$ cat config.mk
export PLATFORM = sky130hd
export DESIGN_NAME = tsa_seq
export DESIGN_NICKNAME = d
export VERILOG_FILES = /design/src/rtl/tsa_pkg.sv /design/src/rtl/tsa_table.sv /design/src/rtl/tsa_walk.sv /design/src/rtl/tsa_seq.sv
export SDC_FILE = /design/constraint.sdc
export NUM_CORES = 1
export LEC_CHECK = 0
export BUFFER_PORTS_ARGS = -buffer_cell sky130_fd_sc_hd__buf_4
export CELL_PAD_IN_SITES_DETAIL_PLACEMENT = 1
export CELL_PAD_IN_SITES_GLOBAL_PLACEMENT = 1
export CORE_ASPECT_RATIO = 1.75
export CORE_UTILIZATION = 50
export CTS_BUF_LIST = sky130_fd_sc_hd__clkbuf_2
export CTS_CLUSTER_DIAMETER = 80
export DETAILED_ROUTE_END_ITERATION = 8
export HOLD_SLACK_MARGIN = 0.06
export PLACE_DENSITY_LB_ADDON = 0.1
export SLEW_MARGIN = 10
export SYNTH_ARGS = -nofsm -noshare
export SYNTH_HDL_FRONTEND = slang
export SYNTH_SLANG_ARGS = --single-unit
$ cat constraint.sdc
create_clock -name clk_i -period 4 [get_ports clk_i]
set_input_delay 1 -clock clk_i [delete_from_list [all_inputs] [get_ports clk_i]]
set_output_delay 1 -clock clk_i [all_outputs]
set_load 0.02 [all_outputs]
$ cat src/rtl/tsa_pkg.sv
`timescale 1ns/1ps
package tsa_pkg;
  localparam int CH_W  = 3;
  localparam int CNT_W = 4;
  localparam int STB_N = 4;
  localparam int N_CH  = 6;
  localparam int LEN_W = CNT_W + 3;

  typedef struct packed {
    logic [STB_N-1:0] strb;
    logic             last;
    logic             byt;
    logic [CNT_W-1:0] cnt;
    logic [CH_W-1:0]  chan;
  } ent_t;

  localparam int ENT_W = $bits(ent_t);
endpackage

$ cat src/rtl/tsa_table.sv
`timescale 1ns/1ps
module tsa_table import tsa_pkg::*; #(
  parameter int N_ENT = 16,
  localparam int AW = $clog2(N_ENT)
) (
  input  logic          clk_i,
  input  logic          rst_ni,
  input  logic          we_i,
  input  logic [AW-1:0] waddr_i,
  input  ent_t          wdata_i,
  input  logic [AW-1:0] raddr_i,
  output ent_t          rdata_o
);
  ent_t mem_q [N_ENT];

  always_ff @(posedge clk_i or negedge rst_ni) begin
    if (!rst_ni) begin
      for (int k = 0; k < N_ENT; k++) mem_q[k] <= '0;
    end else if (we_i) begin
      mem_q[waddr_i] <= wdata_i;
    end
  end

  assign rdata_o = mem_q[raddr_i];
endmodule

$ cat src/rtl/tsa_walk.sv
`timescale 1ns/1ps
module tsa_walk import tsa_pkg::*; #(
  parameter int N_ENT = 16,
  localparam int AW = $clog2(N_ENT)
) (
  input  logic          clk_i,
  input  logic          rst_ni,
  input  logic          sync_i,
  input  ent_t          ent_i,
  output logic [AW-1:0] idx_o,
  output logic          run_o,
  output logic          tk_o,
  output logic          err_o
);
  typedef enum logic [1:0] {W_IDLE, W_RUN, W_ERR} wst_e;

  wst_e             st_q;
  logic [AW-1:0]    idx_q;
  logic [LEN_W-1:0] bit_q;
  logic [LEN_W-1:0] len_m1;
  logic             done, fin;

  // length-1 in bits: cnt, or cnt*8+7 for byte units
  assign len_m1 = ent_i.byt ? {ent_i.cnt, 3'b111} : LEN_W'(ent_i.cnt);
  assign done   = bit_q == len_m1;
  assign fin    = done && ent_i.last;

  always_ff @(posedge clk_i or negedge rst_ni) begin
    if (!rst_ni) begin
      st_q  <= W_IDLE;
      idx_q <= '0;
      bit_q <= '0;
    end else begin
      case (st_q)
        W_RUN: begin
          if (sync_i && !fin) begin
            st_q <= W_ERR;
          end else if (done) begin
            bit_q <= '0;
            if (ent_i.last) begin
              idx_q <= '0;
              st_q  <= sync_i ? W_RUN : W_IDLE;
            end else begin
              idx_q <= idx_q + 1'b1;
            end
          end else begin
            bit_q <= bit_q + 1'b1;
          end
        end
        default: begin
          if (sync_i) begin
            st_q  <= W_RUN;
            idx_q <= '0;
            bit_q <= '0;
          end
        end
      endcase
    end
  end

  assign idx_o = idx_q;
  assign run_o = st_q == W_RUN;
  assign tk_o  = run_o && (!sync_i || fin);
  assign err_o = st_q == W_ERR;
endmodule

$ cat src/rtl/tsa_seq.sv
`timescale 1ns/1ps
module tsa_seq import tsa_pkg::*; #(
  parameter int N_ENT = 16,
  localparam int AW = $clog2(N_ENT)
) (
  input  logic             clk_i,
  input  logic             rst_ni,
  input  logic             sync_i,
  input  logic             rxd_i,
  input  logic [N_CH-1:0]  ch_tx_i,
  input  logic             wr_en_i,
  input  logic             wr_tx_i,
  input  logic [AW-1:0]    wr_addr_i,
  input  logic [ENT_W-1:0] wr_data_i,
  input  logic [STB_N-1:0] strb_en_i,
  output logic [N_CH-1:0]  ch_rx_vld_o,
  output logic             ch_rx_bit_o,
  output logic             txd_o,
  output logic             tx_oe_o,
  output logic [STB_N-1:0] strb_o,
  output logic             err_o
);
  // index 0 = receive, 1 = transmit
  ent_t          ent  [2];
  logic [AW-1:0] idx  [2];
  logic          run  [2];
  logic          tk   [2];
  logic          werr [2];
  logic          rte  [2];

  for (genvar d = 0; d < 2; d++) begin : g_dir
    tsa_table #(.N_ENT(N_ENT)) i_table (
      .clk_i   (clk_i),
      .rst_ni  (rst_ni),
      .we_i    (wr_en_i && (wr_tx_i == 1'(d))),
      .waddr_i (wr_addr_i),
      .wdata_i (ent_t'(wr_data_i)),
      .raddr_i (idx[d]),
      .rdata_o (ent[d])
    );
    tsa_walk #(.N_ENT(N_ENT)) i_walk (
      .clk_i  (clk_i),
      .rst_ni (rst_ni),
      .sync_i (sync_i),
      .ent_i  (ent[d]),
      .idx_o  (idx[d]),
      .run_o  (run[d]),
      .tk_o   (tk[d]),
      .err_o  (werr[d])
    );
    assign rte[d] = (ent[d].chan != '0) && (int'(ent[d].chan) <= N_CH);
  end

  logic [CH_W-1:0]  rx_sel, tx_sel;
  logic [STB_N-1:0] rx_stb, tx_stb_q;

  assign rx_sel = ent[0].chan - 1'b1;
  assign tx_sel = ent[1].chan - 1'b1;

  always_ff @(posedge clk_i or negedge rst_ni) begin
    if (!rst_ni) begin
      ch_rx_vld_o <= '0;
      ch_rx_bit_o <= 1'b0;
    end else begin
      ch_rx_vld_o <= '0;
      if (tk[0] && rte[0]) begin
        ch_rx_vld_o <= N_CH'(1) << rx_sel;
        ch_rx_bit_o <= rxd_i;
      end
    end
  end

  // transmit side launches on the falling edge
  always_ff @(negedge clk_i or negedge rst_ni) begin
    if (!rst_ni) begin
      tx_oe_o  <= 1'b0;
      txd_o    <= 1'b0;
      tx_stb_q <= '0;
    end else begin
      tx_oe_o  <= run[1] && rte[1];
      txd_o    <= run[1] && rte[1] && ch_tx_i[tx_sel];
      tx_stb_q <= run[1] ? ent[1].strb : '0;
    end
  end

  assign rx_stb = run[0] ? ent[0].strb : '0;
  assign strb_o = strb_en_i & (rx_stb | tx_stb_q);
  assign err_o  = werr[0] | werr[1];
endmodule

==> impl_metrics.py, run 1 <==
metrics = {
    "sta": {
        "slew_violations": 0,
        "finalHoldViolCount": 0,
        "rsz0062_at_grt": "true",
        "fin_ws_ns": -0.841,
        "slew_headroom_pct": 26.5,
        "setup_violations": 12,
        "holdWs_ns": 0.185,
        "finClkSkew_ns": 0.196,
        "tightest_slew_ns": 1.10,
    },
    "synth": {
        "synth_area_um2": 21500,
        "synth.top_cell.area_share_pct": 52.2,
        "ys_types": 75,
        "synth.area.top_cells": "dfrtp_1 52%, mux2_2 22%, mux4_2 9.8%",
        "yosysSeqAreaShare_pct": 52.9,
        "syn_area_per_cell_um2": 14.3,
        "ys_warn_count": 0,
        "synth_top_area_cell": "dfrtp_1",
        "syn_inst": 1504,
        "synth_enable_flop_cells": 0,
        "yosys_most_used_dff": "dfrtp_1",
        "async_flop_share_pct": 100,
        "synth_nets": 1545,
        "ys_ff_latch": 455,
    },
    "floorplanning": {
        "die_w_um": 159,
        "dieArea_um2": 43900,
        "ioPinCount": 47,
        "die_y_um": 277,
        "core_area_um2": 42500,
        "num_rows": 100,
        "start_util_pct": 50.6,
    },
    "setup_path": {
        "timing.critical_path.mode_cell": "ha_4",
        "end_kind": "flip-flop",
        "worstSetupPathType": "reg -> reg",
        "path_max_fanout": 4,
        "critPathTopFamily": "multiplexers",
        "cp-startpoint": "g_dir[1].i_walk.idx_o[0]",
        "cp.required_ns": 2.75,
        "arrival_ns": 3.59,
        "setup.worst_path.start_class": "flip-flop",
        "r2r-start": "g_dir[1].i_walk.idx_o[0]",
        "cp_slowest_cell": "dfrtp_4",
        "cp_num_buf_inv": 2,
        "slowest_delay_ns": 0.54,
        "crit_chain": "buf_12 -> mux2i_1 -> a221oi_2 -> a22oi_2 -> nand2_2 -> inv_2 -> ha_4 -> ha_4 -> mux4_2 -> a21oi_2 -> nor2b_1",
    },
    "clocking": {
        "cts_max_level": 3,
        "cts.clk_slew.worst_paths_ns": 0.12,
        "insertion_delay_ns": 1.08,
        "clk_path_buf_depth": 3,
        "numClockSinks": 455,
        "cts_tree": "built",
        "root_buffer": "clkbuf_2",
        "numCtsBuffers": 105,
    },
    "detailed_routing": {
        "first_pass_iters": 4,
        "drc": 0,
        "final_antenna_net_count": 0,
        "wl_per_cell_um": 25.4,
        "via_per_inst": 5.95,
        "vias": 13700,
        "wl_um": 58500,
        "drt_iter0_markers": 534,
    },
    "status": {
        "status": "finished with violations",
        "violations": "negative setup slack",
    },
    "placement": {
        "dp.cells": 2080,
        "hpwl_um": 37600,
        "gp_congestion": 0.830,
        "port_buffers": 46,
    },
    "global_routing": {
        "grt_pass1_wl_um": 92100,
        "top_usage_layer": "met2",
        "antenna_found_initial": 2,
        "met3_usage_pct": 3.93,
        "grt_pass1_vias": 15700,
        "grt_max_degree": 177,
        "grtUsageTotal_pct": 27.7,
        "grt_util_met1_pct": 30.0,
        "overflow": 0,
        "use_met2_pct": 51.7,
    },
    "job": {
        "cap_violations": 0,
    },
    "finish": {
        "layout.nets": 1692,
        "final_common_cell": "dfrtp_1",
        "area_growth_pct": 13.3,
        "layout_common_cells": "445 x dfrtp_1, 430 x mux2_2, 160 x clkbuf_2, 141 x buf_4, 94 x mux4_2",
        "instances_no_fill": 2299,
        "drive_above_1_share_pct": 53.0,
    },
    "power_and_ir_drop": {
        "p_leak_uw": 0.0109,
        "peakVddDrop_mv": 0.307,
        "powerDensity_nw_per_um2": 544,
    },
    "hold_path": {
        "hp-class": "in -> reg",
        "min_from": "rxd_i",
    },
}
## kinds of logic (layout without fill, tap and decap cells)
| group | count (synthesis) | after routing | synth area share (%) |
|---|---|---|---|
| AO/OA/AOI/OAI | 124 | 124 | 4.48 |
| XOR/XNOR | 5 | 5 | 0.203 |
| adder cells (fa/ha/maj) | 8 | 8 | 0.465 |
| buffers and inverters | 146 | 377 | 2.88 |
| flip-flops | 455 | 455 | 52.9 |
| multiplexers | 566 | 566 | 34.3 |
| other | 0 | 3 | 0 |
| AND/OR/NAND/NOR | 200 | 200 | 4.84 |
## path summary, 6_finish.rpt
check                                              endpoint  slack [ns]  depth (start not counted)
worst max-delay path                                  txd_o       -0.84                         11
worst min-delay path                            ch_rx_bit_o        0.19                          2
worst max register to register                        txd_o       -0.84                         11
worst min register to register  g_dir[1].i_table.mem_q[125]        0.51                          1
max in group asynchronous                             txd_o        1.21                          2
min in group asynchronous        g_dir[0].i_table.mem_q[74]        0.40                          2
## report_power, final
part	total, uW	internal [uW]	leakage [uW]	switching, uW
sequential	6130	5510	0.00584	620
combinational	4130	2280	0.00435	1840
clock	3010	1130	0.000735	1880
## sequential cells by signal, summed over array words and instances (netlist names)
signal and flops:
ch_rx_bit_o 1, ch_rx_vld_o 6, g_dir.i_table.mem_q 416, g_dir.i_walk.bit_q 14, g_dir.i_walk.idx_o 8, g_dir.i_walk.st_q 4, tx_oe_o 1, tx_stb_q 4
txd_o 1
## per-stage QoR
step / setup slack (ns) / utilization, % / total power (uW) / TNS (ns) / instance area, um^2
after floorplan: -0.914 / - / 8740 / -3.20 / 21600
after global placement: -0.713 / 53.8 / 9790 / -6.75 / 22900
after detailed placement: -0.762 / 53.8 / 10000 / -8.10 / 22900
after CTS: -0.828 / 56.7 / 13200 / -6.24 / 24100
after global routing: -0.928 / 57.4 / 14000 / -7.01 / 24400
final: -0.841 / 57.4 / 13300 / -6.23 / 24400
## metal layers
layer  routed length (um)  share of wire, %  up-vias
li1                     -                 -     5945
met1                21200                36     7292
met2                32600                56      281
met3                 1680               2.9      152
met4                 2990               5.1        0
met5                    0                 0        -
## cell type report
type / instances / area [um^2]
antenna: 3 / 7.51
clock buffer: 160 / 801
clock inverter: 31 / 163
fill: 4185 / 18100
inverter: 19 / 71.3
multi-input combinational: 903 / 9730
sequential: 455 / 11400
tap: 561 / 702
timing repair buffer: 167 / 1540
## synthesized netlist by cell type, drive strengths merged (4+ instances only)
cell	n
a22oi	12
a31o	6
nor2	33
a31oi	4
nor3	15
nand3	10
nor3b	4
nor2b	19
or4	6
a21o	4
a211oi	5
xnor2	4
and2	8
and4	5
a221o	5
dfrtp	449
mux2	430
clkbuf	83
nand2	56
nand4	9
and3	7
a221oi	17
buf	44
ha	8
inv	18
mux2i	42
o22ai	4
a21oi	18
nand2b	10
mux4	94
o21ai	17
nor4	5
dfrtn	6
## timing repair
action	CTS	global route
hold buffers	1	0
endpoints found under the setup margin	25	21
resized for setup	35	23
cloned	1	6
pin swaps	10	17
buffers inserted	10	7
hold endpoints to repair	30	0
(Power assumes the default switching activity.)
==> inputs of run 2 (changes only) <==
--- a/config.mk
+++ b/config.mk
@@ -9,12 +9,13 @@
 export CELL_PAD_IN_SITES_DETAIL_PLACEMENT = 1
 export CELL_PAD_IN_SITES_GLOBAL_PLACEMENT = 1
 export CORE_ASPECT_RATIO = 1.75
-export CORE_UTILIZATION = 50
+export CORE_UTILIZATION = 53
 export CTS_BUF_LIST = sky130_fd_sc_hd__clkbuf_2
 export CTS_CLUSTER_DIAMETER = 80
 export DETAILED_ROUTE_END_ITERATION = 8
 export HOLD_SLACK_MARGIN = 0.06
 export PLACE_DENSITY_LB_ADDON = 0.1
+export SETUP_SLACK_MARGIN = 0.02
 export SLEW_MARGIN = 10
 export SYNTH_ARGS = -nofsm -noshare
 export SYNTH_HDL_FRONTEND = slang
==> constraint.sdc (replaced) <==
create_clock -name clk_i -period 4.6 [get_ports clk_i]
set_input_delay 1.15 -clock clk_i [delete_from_list [all_inputs] [get_ports clk_i]]
set_output_delay 1.15 -clock clk_i [all_outputs]
set_load 0.02 [all_outputs]
==> impl_metrics.py, run 2 (synthesis gave the netlist of run 1 again) <==
metrics = {
    "power_and_ir_drop": {
        "power_frac_comb_pct": 29.3,
        "power.share.switching_pct": 32.8,
        "p_leak_uw": 0.0107,
        "powerDensity_nw_per_um2": 470,
        "p_int_uw": 7520,
        "clkPwrFrac_pct": 23.2,
        "peakVddDrop_mv": 0.263,
        "switchingPower_uw": 3670,
        "seqPwrFrac_pct": 47.5,
    },
    "job": {
        "cap_violations": 0,
    },
    "global_routing": {
        "grt_max_degree": 175,
        "grtUsageTotal_pct": 28.9,
        "antenna_found_initial": 1,
        "overflow": 0,
        "grt_pass1_vias": 15200,
        "grt_pass1_wl_um": 88900,
    },
    "finish": {
        "drive_above_1_share_pct": 51.4,
        "final_common_cell": "dfrtp_1",
        "layout_common_cells": "445 x dfrtp_1, 430 x mux2_2, 166 x clkbuf_2, 104 x buf_4, 94 x mux4_2",
        "regMostFlops": "g_dir.i_table.mem_q",
        "layout.nets": 1649,
        "final_util_pct": 59.4,
        "area_growth_pct": 10.5,
        "instances_no_fill": 2190,
        "largest_register_ffs": 416,
    },
    "floorplanning": {
        "num_rows": 97,
        "dieArea_um2": 41500,
        "ioPinCount": 47,
        "core_area_um2": 40100,
        "start_util_pct": 53.8,
        "die_y_um": 269,
        "die_w_um": 154,
    },
    "clocking": {
        "numCtsBuffers": 106,
        "cts_tree": "built",
        "numClockSinks": 455,
        "clk_path_buf_depth": 3,
        "root_buffer": "clkbuf_2",
        "insertion_delay_ns": 1.04,
        "cts_max_level": 3,
        "cts.clk_slew.worst_paths_ns": 0.11,
    },
    "sta": {
        "slew_headroom_pct": 24.9,
        "holdWs_ns": 0.354,
        "finalHoldViolCount": 0,
        "rsz0062_at_grt": "true",
        "slew_violations": 0,
        "setup_violations": 11,
        "fin_setup_tns_ns": -3.86,
        "tightest_slew_ns": 1.13,
        "fin_ws_ns": -0.628,
        "finClkSkew_ns": 0.186,
    },
    "detailed_routing": {
        "wl_per_cell_um": 25.6,
        "first_pass_iters": 4,
        "final_antenna_net_count": 0,
        "drt_iter0_markers": 588,
        "wl_um": 56100,
        "vias": 13400,
        "drc": 0,
        "via_per_inst": 6.12,
    },
    "setup_path": {
        "timing.rr.end": "txd_o",
        "cp.required_ns": 3.45,
        "r2r_slack_ns": -0.60,
        "cp-startpoint": "tx_stb_q[0]",
        "r2r-start": "g_dir[1].i_walk.idx_o[0]",
        "cp_slowest_cell": "dfrtn_1",
        "crit_end": "strb_o[0]",
        "end_kind": "primary output",
        "setup.worst_path.start_class": "flip-flop",
        "worst_r2r_path_depth": 11,
        "slowest_delay_ns": 0.48,
        "worstSetupPathType": "reg -> out",
        "crit_chain": "a21oi_2 -> nor2b_1 -> buf_4",
        "arrival_ns": 4.08,
        "path_max_fanout": 1,
    },
    "status": {
        "violations": "negative setup slack",
        "status": "finished with violations",
    },
    "placement": {
        "gp_congestion": 0.822,
        "dp.cells": 1985,
        "port_buffers": 46,
        "hpwl_um": 36600,
    },
    "hold_path": {
        "hp-class": "in -> reg",
    },
}
## run 2: stage by stage
stage                     area [um^2]  setup WS, ns  power (uW)
after global placement          22600        -0.456        8400
after global routing            23800        -0.713       11900
final                           23800        -0.628       11200
after detailed placement        22600        -0.490        8570
after floorplan                 21600        -0.614        7590
after CTS                       23800        -0.683       11300
## run 2: worst min-delay path by stage
stage	start	endpoint	slack, ns	depth (start not counted)
after floorplan	g_dir[0].i_table.mem_q[137]	g_dir[0].i_table.mem_q[137]	0.47	1
after global placement	g_dir[0].i_table.mem_q[125]	g_dir[0].i_table.mem_q[125]	0.48	1
after detailed placement	g_dir[0].i_table.mem_q[149]	g_dir[0].i_table.mem_q[149]	0.49	1
after CTS	rxd_i	ch_rx_bit_o	0.27	2
after global routing	rxd_i	ch_rx_bit_o	0.31	2
final	rxd_i	ch_rx_bit_o	0.35	2
## run 2: power groups by stage
| stage | clock network (uW) | registers, uW | logic [uW] |
|---|---|---|---|
| after floorplan | 0 | 5150 | 2440 |
| after global placement | 0 | 5330 | 3060 |
| after detailed placement | 0 | 5400 | 3170 |
| after CTS | 2680 | 5320 | 3290 |
| after global routing | 2870 | 5430 | 3560 |
| final | 2600 | 5320 | 3280 |
## run 2: worst max-delay path, delay by kind of cell, from the launching register on
kind	cells	cell delay, ns
flip-flops	1	0.48
buffers and inverters	1	0.17
AND/OR/NAND/NOR	1	0.16
AO/OA/AOI/OAI	1	0.06
## run 2: routing by layer
metal	GRT usage, %	wire, um	up-vias
met1	33.1	21300	7112
met2	52.6	30400	281
met4	14.8	2570	0
met5	0	0	-
met3	3.94	1760	146
li1	-	-	5856
## run 2: cell type report
class                           instances  area [um^2]
Multi-Input combinational cell        903         9680
Fill cell                            3887        16200
Tap cell                              495          619
Inverter                               19         71.3
Clock inverter                         28          115
Clock buffer                          166          831
Antenna cell                            1         2.50
Sequential cell                       455        11400
Timing Repair Buffer                  123         1090
## run 2: timing repair
item | 4_1_cts | 5_1_grt
endpoints found under the hold margin | 32 | 0
resized for setup | 35 | 12
pin swaps | 8 | 8
cloned | 2 | 0
setup endpoints to repair | 12 | 12
setup buffers | 6 | 2
hold buffers | 1 | 0
